==> config.mk <==
export PLATFORM = sky130hd
export DESIGN_NAME = pwbuf
export DESIGN_NICKNAME = d
export VERILOG_FILES = /design/src/rtl/pwb_pkg.sv /design/src/rtl/pwb_slot.sv /design/src/rtl/pwb_ackgen.sv /design/src/rtl/pwb_xseq.sv /design/src/rtl/pwbuf.sv
export SDC_FILE = /design/constraint.sdc
export NUM_CORES = 1
export LEC_CHECK = 0
export BUFFER_PORTS_ARGS = -buffer_cell sky130_fd_sc_hd__buf_2
export CORE_MARGIN = 2
export CORE_UTILIZATION = 50
export CTS_CLUSTER_DIAMETER = 150
export DETAILED_ROUTE_END_ITERATION = 10
export HOLD_SLACK_MARGIN = 0.08
export PLACE_DENSITY = 0.85
export SETUP_SLACK_MARGIN = 0.1
export SYNTH_ARGS = -nofsm -noshare
export SYNTH_HDL_FRONTEND = slang
export SYNTH_SLANG_ARGS = --single-unit
==> constraint.sdc <==
create_clock -name clk -period 3.03 [get_ports clk]
set_input_delay 0.1515 -clock clk [delete_from_list [all_inputs] [get_ports clk]]
set_output_delay 0.1515 -clock clk [all_outputs]
set_load 0.02 [all_outputs]
==> src/rtl/pwb_pkg.sv <==
package pwb_pkg;

    localparam int PWB_AW = 32;
    localparam int PWB_DW = 32;
    localparam int PWB_BW = PWB_DW / 8;

    typedef enum logic [1:0] {
        XS_IDLE  = 2'd0,
        XS_WRITE = 2'd1,
        XS_READ  = 2'd2
    } xs_e;

    typedef struct packed {
        logic [PWB_AW-1:0] addr;
        logic [PWB_DW-1:0] data;
        logic [PWB_BW-1:0] be;
    } wr_ent_t;

    function automatic logic [PWB_BW-1:0] full_lanes();
        return '1;
    endfunction

endpackage

==> src/rtl/pwb_slot.sv <==
module pwb_slot
    import pwb_pkg::*;
(
    input  logic    clk,
    input  logic    rst,
    input  logic    load,
    input  wr_ent_t din,
    output wr_ent_t q
);

    always_ff @(posedge clk) begin
        if (rst) begin
            q <= '0;
        end else if (load) begin
            q <= din;
        end
    end

endmodule

==> src/rtl/pwb_ackgen.sv <==
module pwb_ackgen (
    input  logic clk,
    input  logic rst,
    input  logic wr_take,
    input  logic own,
    output logic ack_wr,
    output logic pend
);

    // Acknowledge now if the bus is owned, otherwise remember the debt.
    assign ack_wr = own & (wr_take | pend);

    always_ff @(posedge clk) begin
        if (rst) begin
            pend <= 1'b0;
        end else if (wr_take && !own) begin
            pend <= 1'b1;
        end else if (pend && own) begin
            pend <= 1'b0;
        end
    end

endmodule

==> src/rtl/pwb_xseq.sv <==
module pwb_xseq
    import pwb_pkg::*;
(
    input  logic              clk,
    input  logic              rst,
    input  logic              start_wr,
    input  logic              start_rd,
    input  logic [PWB_AW-1:0] rd_addr,
    input  logic              rdy,
    output xs_e               state,
    output logic [PWB_AW-1:0] rd_addr_q
);

    always_ff @(posedge clk) begin
        if (rst) begin
            state     <= XS_IDLE;
            rd_addr_q <= '0;
        end else begin
            unique case (state)
                XS_IDLE: begin
                    if (start_wr) begin
                        state <= XS_WRITE;
                    end else if (start_rd) begin
                        state     <= XS_READ;
                        rd_addr_q <= rd_addr;
                    end
                end
                XS_WRITE, XS_READ: begin
                    if (rdy) state <= XS_IDLE;
                end
                default: state <= XS_IDLE;
            endcase
        end
    end

endmodule

==> src/rtl/pwbuf.sv <==
module pwbuf
    import pwb_pkg::*;
(
    input  logic              clk,
    input  logic              rst,
    input  logic              ib_req,
    input  logic              ib_we,
    input  logic [PWB_AW-1:0] ib_addr,
    input  logic [PWB_DW-1:0] ib_wdata,
    input  logic [PWB_BW-1:0] ib_be,
    input  logic              ib_own,
    output logic              ib_ack,
    output logic [PWB_DW-1:0] ib_rdata,
    output logic              ext_req,
    output logic              ext_we,
    output logic [PWB_AW-1:0] ext_addr,
    output logic [PWB_DW-1:0] ext_wdata,
    output logic [PWB_BW-1:0] ext_be,
    input  logic              ext_rdy,
    input  logic [PWB_DW-1:0] ext_rdata
);

    xs_e               xs;
    wr_ent_t           slot_q;
    wr_ent_t           slot_d;
    logic [PWB_AW-1:0] rd_addr_q;
    logic              pend;
    logic              ack_wr;
    logic              idle;
    logic              wr_take;
    logic              rd_take;

    // New work is taken only with the port idle and no acknowledge owed.
    assign idle    = (xs == XS_IDLE) && !pend;
    assign wr_take = ib_req &&  ib_we && idle;
    assign rd_take = ib_req && !ib_we && idle;

    assign slot_d = '{addr: ib_addr, data: ib_wdata, be: ib_be};

    pwb_slot u_slot (
        .clk  (clk),
        .rst  (rst),
        .load (wr_take),
        .din  (slot_d),
        .q    (slot_q)
    );

    pwb_ackgen u_ack (
        .clk     (clk),
        .rst     (rst),
        .wr_take (wr_take),
        .own     (ib_own),
        .ack_wr  (ack_wr),
        .pend    (pend)
    );

    pwb_xseq u_xseq (
        .clk       (clk),
        .rst       (rst),
        .start_wr  (wr_take),
        .start_rd  (rd_take),
        .rd_addr   (ib_addr),
        .rdy       (ext_rdy),
        .state     (xs),
        .rd_addr_q (rd_addr_q)
    );

    always_comb begin
        ext_req   = (xs != XS_IDLE);
        ext_we    = (xs == XS_WRITE);
        ext_addr  = (xs == XS_WRITE) ? slot_q.addr : rd_addr_q;
        ext_wdata = (xs == XS_WRITE) ? slot_q.data : '0;
        ext_be    = (xs == XS_WRITE) ? slot_q.be   : full_lanes();
        ib_ack    = ack_wr || ((xs == XS_READ) && ext_rdy);
        ib_rdata  = (xs == XS_READ) ? ext_rdata : '0;
    end

endmodule

==> metrics, run 1 <==
Worst Hold Class primary input to register; I/O pin count 209; Wirelength per Cell 14.4 µm; slew margin rel. 29.7%; switch share 28.7%; CTS clk-pin slew, worst paths 0.08 ns; Final Max Slew Viols 0; skew final 0.0126 ns; Tmin final 2.37 ns; post-synthesis compound-gate area fraction 11.5%; die height 99.2 µm; area grow syn2layout 41.4%; largest family of logic cells by synthesized area simple AND/OR/NAND/NOR gates; drt via density 5.10; layout cells sized above 1 32.1%; synthesis-stage register bit count 103; sequential fraction of design power 48.3%; hold buffers post-CTS 69; register area share after synthesis 45.5%; gpl congestion 0.800; filler instances 619; adder-cell share of the synthesized area 0.828%; setup TNS 0 ns; part of the cycle the worst path needs 78.1%; Synth Cell Area 0.00453 mm²; Mapped Avg Cell Area 7.95 µm²; Port Buf Inserts 208; Bufs on Longest Clock Path 2; total grt overflow 0; syn nets 679; CP Capture Type output pin; CTS Root Cell clkbuf_8; 1st-pass router iterations 4; clock sink count 103; Die Wd 99.2 µm; CP max stage cell and4b_2; maximum clock rate 423 MHz; CTS Buf Count 9; initial core utilization 51.7%; area leader, netlist dfxtp_1; final hold slack 0.187 ns; Max Cap Viol 0; Cell Pwr Density 477 mW/mm²; Core Area 0.00876 mm²; # resized after CTS 0; Worst Path Required 2.88 ns; initial DRC count 219; Worst VDD drop 0.000420 V; via count 4744; crit-path cells inv_1 -> ha_1 -> and4b_2 -> o21ai_0 -> nand2_1 -> buf_2; HPWL after detailed placement 7800 µm; CTS tree yes; final instance area 0.00641 mm²; postcts setup bufs 0; Yosys cell types 22; top cell type's share of synthesized area 45.5%; Synth Area in XOR/XNOR 0%; ant diodes 0; DIE AREA 0.00984 mm²; Worst setup SP type register; status finished clean; Power Internal 2.18 mW; area of the multi-input gates 0.00220 mm²; most frequent cells in the layout buf_2, nand2_1, dfxtp_1; Syn Inst Count 570; Worst Tran Pin Value 1.06 ns; Worst Path Max Fanout 30; post-synthesis mux area share 8.17%; largest cells by area after synthesis dfxtp_1, nand2_1, a21oi_1, and2_1, mux2_2; gr usage total 26.2%; pin count of the biggest net entering global routing 104; fin nets 927; delay-heaviest family, CP simple AND/OR/NAND/NOR gates; Clock Power Share 30.0%; CTS H-Tree Depth 3; worst path bufs/invs 2; combinational share of power 21.7%; Post-DP Area 0.00551 mm²; Final Hold Viols 0; Simple-Gate Fraction of Synth Area 27.8%; clock latency on the worst-skew pair 0.36 ns; RSZ-0062 raised after global routing false; num rows 34; yosys warns 0; first-pass GRT wire length 21200 µm; vias in the first global route 4593; FF/Latch Area 0.00206 mm²; Leakage Power 2.97 nW; Crit Path Category register to output pin; hold path depth 3; Final ANT Viol Nets 0; WP data arrival 2.22 ns; Reg2Reg Depth 6; drt total wl 13400 µm; P_sw 0.877 mW; most common cell after layout, fill and taps aside buf_2; total chip power 3.06 mW; final number of setup-violating endpoints 0; initial antenna violation count 0; # DRC 0; critical path depth 6; Max stage delay on crit path 0.72 ns
-- power groups by stage --
stage	Clock [mW]	Sequential [mW]	Combinational (mW)
after floorplan	0	1.49	0.408
after global placement	0	1.50	0.569
after detailed placement	0	1.51	0.584
after CTS	0.941	1.47	0.655
after global routing	0.993	1.49	0.718
final	0.917	1.48	0.662
-- path summary, 6_finish.rpt --
| kind | endpoint | slack, ns | startpoint |
|---|---|---|---|
| setup / recovery | ib_ack | 0.66 | u_xseq.state[0] |
| hold / removal | u_xseq.state[1] | 0.19 | ext_rdy |
| setup reg to reg | u_slot.q[31] | 0.92 | u_xseq.state[0] |
| hold reg to reg | u_xseq.rd_addr_q[18] | 0.46 | u_xseq.rd_addr_q[18] |
-- cell families after synthesis --
group	after synthesis
buffers and inverters	48
and+or+nand+nor	279
adders and majority gates	3
AOI/OAI and AO/OA	104
muxes	33
DFF	103
-- cells in the mapped netlist, drive strengths merged --
cell type	instances
nand2	203
dfxtp	103
a21oi	102
and2	64
mux2	32
clkbuf	23
buf	22
nand2b	5
ha	3
inv	3
a211oi	1
and4b	1
and4bb	1
mux2i	1
nand3	1
nand4b	1
nand4bb	1
nor2	1
nor3	1
o21ai	1
-- tightest hold or removal path: stages --
cell and delay [ns]:
buf_2 0.09, nand2b_1 0.16, a211oi_1 0.09
-- cell type report --
class	count	share of cell area, %
Multi-Input combinational cell	419	34.4
Sequential cell	103	32.2
Timing Repair Buffer	282	27.9
Tap cell	108	2.11
Clock buffer	10	1.99
Clock inverter	5	1.27
Inverter	3	0.176
-- metrics by stage --
stage	utilization (%)	setup WS [ns]	instances
after floorplan	-	1.39	570
after global placement	62.8	1.07	846
after detailed placement	62.8	0.948	846
after CTS	73.1	0.604	930
after global routing	73.1	0.469	930
final	73.1	0.663	930
-- state kept, by name, summed over array words and instances (netlist names) --
| signal | flops |
|---|---|
| u_xseq.rd_addr_q | 32 |
| u_ack.pend | 1 |
| u_slot.q | 68 |
| u_xseq.state | 2 |
-- layer usage --
| metal | global-route usage, % | wire length [µm] | vias up |
|---|---|---|---|
| li1 | - | - | 2320 |
| met1 | 29.8 | 5260 | 2196 |
| met2 | 48.3 | 6960 | 202 |
| met3 | 6.04 | 924 | 26 |
| met4 | 8.32 | 243 | 0 |
| met5 | 0 | 0 | - |
No activity file was read; power rests on OpenSTA's default activity.
==> run 2: changes to the inputs <==
--- a/config.mk
+++ b/config.mk
@@ -7,11 +7,11 @@
 export LEC_CHECK = 0
 export BUFFER_PORTS_ARGS = -buffer_cell sky130_fd_sc_hd__buf_2
 export CORE_MARGIN = 2
-export CORE_UTILIZATION = 50
+export CORE_UTILIZATION = 42
 export CTS_CLUSTER_DIAMETER = 150
 export DETAILED_ROUTE_END_ITERATION = 10
 export HOLD_SLACK_MARGIN = 0.08
-export PLACE_DENSITY = 0.85
+export PLACE_DENSITY = 0.76
 export SETUP_SLACK_MARGIN = 0.1
 export SYNTH_ARGS = -nofsm -noshare
 export SYNTH_HDL_FRONTEND = slang
==> constraint.sdc (replaced) <==
create_clock -name clk -period 2.15 [get_ports clk]
set_input_delay 0.1075 -clock clk [delete_from_list [all_inputs] [get_ports clk]]
set_output_delay 0.1075 -clock clk [all_outputs]
set_load 0.02 [all_outputs]
==> metrics, run 2 (synthesized netlist as in run 1, its figures left out) <==
final number of setup-violating endpoints 0 (unchanged); final instance area 0.00650 mm² (+1.5%); layout cells sized above 1 32.9% (+0.81 points); clock latency on the worst-skew pair 0.36 ns (about the same); part of the cycle the worst path needs 90.9%; Cell Pwr Density 640 mW/mm² (+34%); die height 108 µm (+8.7%); vias in the first global route 4396 (-4.3%); initial DRC count 304 (+39%); Post-DP Area 0.00561 mm² (+1.9%); Wirelength per Cell 13.6 µm (-5.6%); Max Cap Viol 0 (unchanged); first-pass GRT wire length 20400 µm (-3.8%); most frequent cells in the layout buf_2, nand2_1, dfxtp_1; drt via density 4.81 (-5.7%); initial antenna violation count 0 (unchanged); Worst Path Max Fanout 24 (-20%); Final Hold Viols 0 (unchanged); 1st-pass router iterations 6 (+2); HPWL after detailed placement 8230 µm (+5.4%); Final Max Slew Viols 0 (unchanged); Tmin final 1.95 ns; WP data arrival 1.85 ns (-0.37 ns); Die Wd 108 µm (+8.7%); Worst Hold Class primary input to register; CTS Buf Count 9 (unchanged); via count 4643 (-2.1%); Bufs on Longest Clock Path 2 (unchanged); # DRC 0 (unchanged); area grow syn2layout 43.5%; CTS H-Tree Depth 3 (unchanged); Leakage Power 3.00 nW (+0.89%); slew margin rel. 64.2% (+35 points); Core Area 0.0104 mm² (+19%); num rows 37 (+8.8%); Worst setup SP type register; max reg flops 68 (unchanged); Final ANT Viol Nets 0 (unchanged); gpl congestion 0.773 (-3.4%); gr usage total 21.6% (-4.5 points); most common cell after layout, fill and taps aside buf_2; CP Capture Type output pin; clock sink count 103 (unchanged); CTS Root Cell clkbuf_8; Worst VDD drop 0.000293 V (-30%); Top reg by flops u_slot.q; setup TNS 0 ns (unchanged); pin count of the biggest net entering global routing 55 (-47%); Worst Tran Pin Value 0.537 ns (-0.518 ns); initial core utilization 43.5% (-8.2 points); RSZ-0062 raised after global routing false; DIE AREA 0.0116 mm² (+18%); maximum clock rate 512 MHz; total grt overflow 0 (unchanged); Post-Place Worst Slack 0.341 ns (-0.606 ns); fin util 62.4% (-11 points); drt total wl 13100 µm (-2.0%); filler instances 879 (+42%); final worst slack 0.195 ns (-0.468 ns); Top Registers u_slot.q x68, u_xseq.rd_addr_q x32, u_xseq.state x2; ant diodes 0 (unchanged); skew final 0.0146 ns (+0.00202 ns); CTS clk-pin slew, worst paths 0.10 ns (+0.02 ns); CTS tree yes; status finished clean; Worst Path Required 2.04 ns (-0.84 ns); Port Buf Inserts 208 (unchanged); fin nets 933 (+0.65%); Crit Path Category register to output pin; I/O pin count 209 (unchanged)
## run 2: cell types whose count changed in the layout (fill, tap and decap cells not counted), sizes merged
cell	delta
buf	+6
bufinv	-2
clkbuf	+1
clkinvlp	+1
inv	+1
## run 2: where the power goes
part / internal, mW / switching, mW / total [mW]
logic: 0.420 / 0.540 / 0.960
clock network: 0.464 / 0.664 / 1.13
registers: 2.02 / 0.0553 / 2.08
## run 2: critical path: stages (launching register included)
cell and delay, ns:
dfxtp_1 0.35, inv_1 0.10, ha_2 0.22, buf_6 0.26, mux2_2 0.39, buf_2 0.16
## run 2: worst paths after layout
check | startpoint | end | slack (ns) | cells after the start
worst max-delay path | u_xseq.state[1] | ext_addr[31] | 0.20 | 5
worst min-delay path | ext_rdy | u_xseq.state[1] | 0.12 | 3
worst max register to register | u_xseq.state[1] | u_slot.q[24] | 0.31 | 6
worst min register to register | u_slot.q[11] | u_slot.q[11] | 0.46 | 2
## run 2: metrics by stage
| stage | cells | power, mW | hold WS, ns |
|---|---|---|---|
| final | 965 | 4.17 | 0.121 |
| after global routing | 965 | 4.37 | 0.113 |
| after CTS | 964 | 4.19 | 0.0987 |
| after detailed placement | 879 | 2.97 | 0.298 |
| after global placement | 879 | 2.94 | 0.293 |
| after floorplan | 570 | 2.68 | 0.177 |
## run 2: area by class of cell
type                    instances  area, µm²  share of cell area (%)
multi-input cells             419       2210                    34.0
flip-flops and latches        103       2060                    31.7
repair buffers                288       1870                    28.7
well taps                     136        170                    2.62
clock buffers                  11        141                    2.17
clock inverters                 5       41.3                   0.635
inverters                       3       11.3                   0.173
## run 2: metal layers
metal / global-route usage, % / vias up / routed length, µm
met5: 0 / - / 0
met4: 5.68 / 0 / 159
met3: 3.87 / 18 / 804
met2: 39.0 / 154 / 6620
met1: 26.3 / 2138 / 5520
li1: - / 2333 / -
## run 2: repair_timing
item / in CTS / in global routing
endpoints found under the setup margin: 11 / 64
buffers inserted: 0 / 1
hold endpoints to repair: 101 / 0
hold buffers: 69 / 0
pin swaps: 0 / 1
resized for setup: 1 / 3
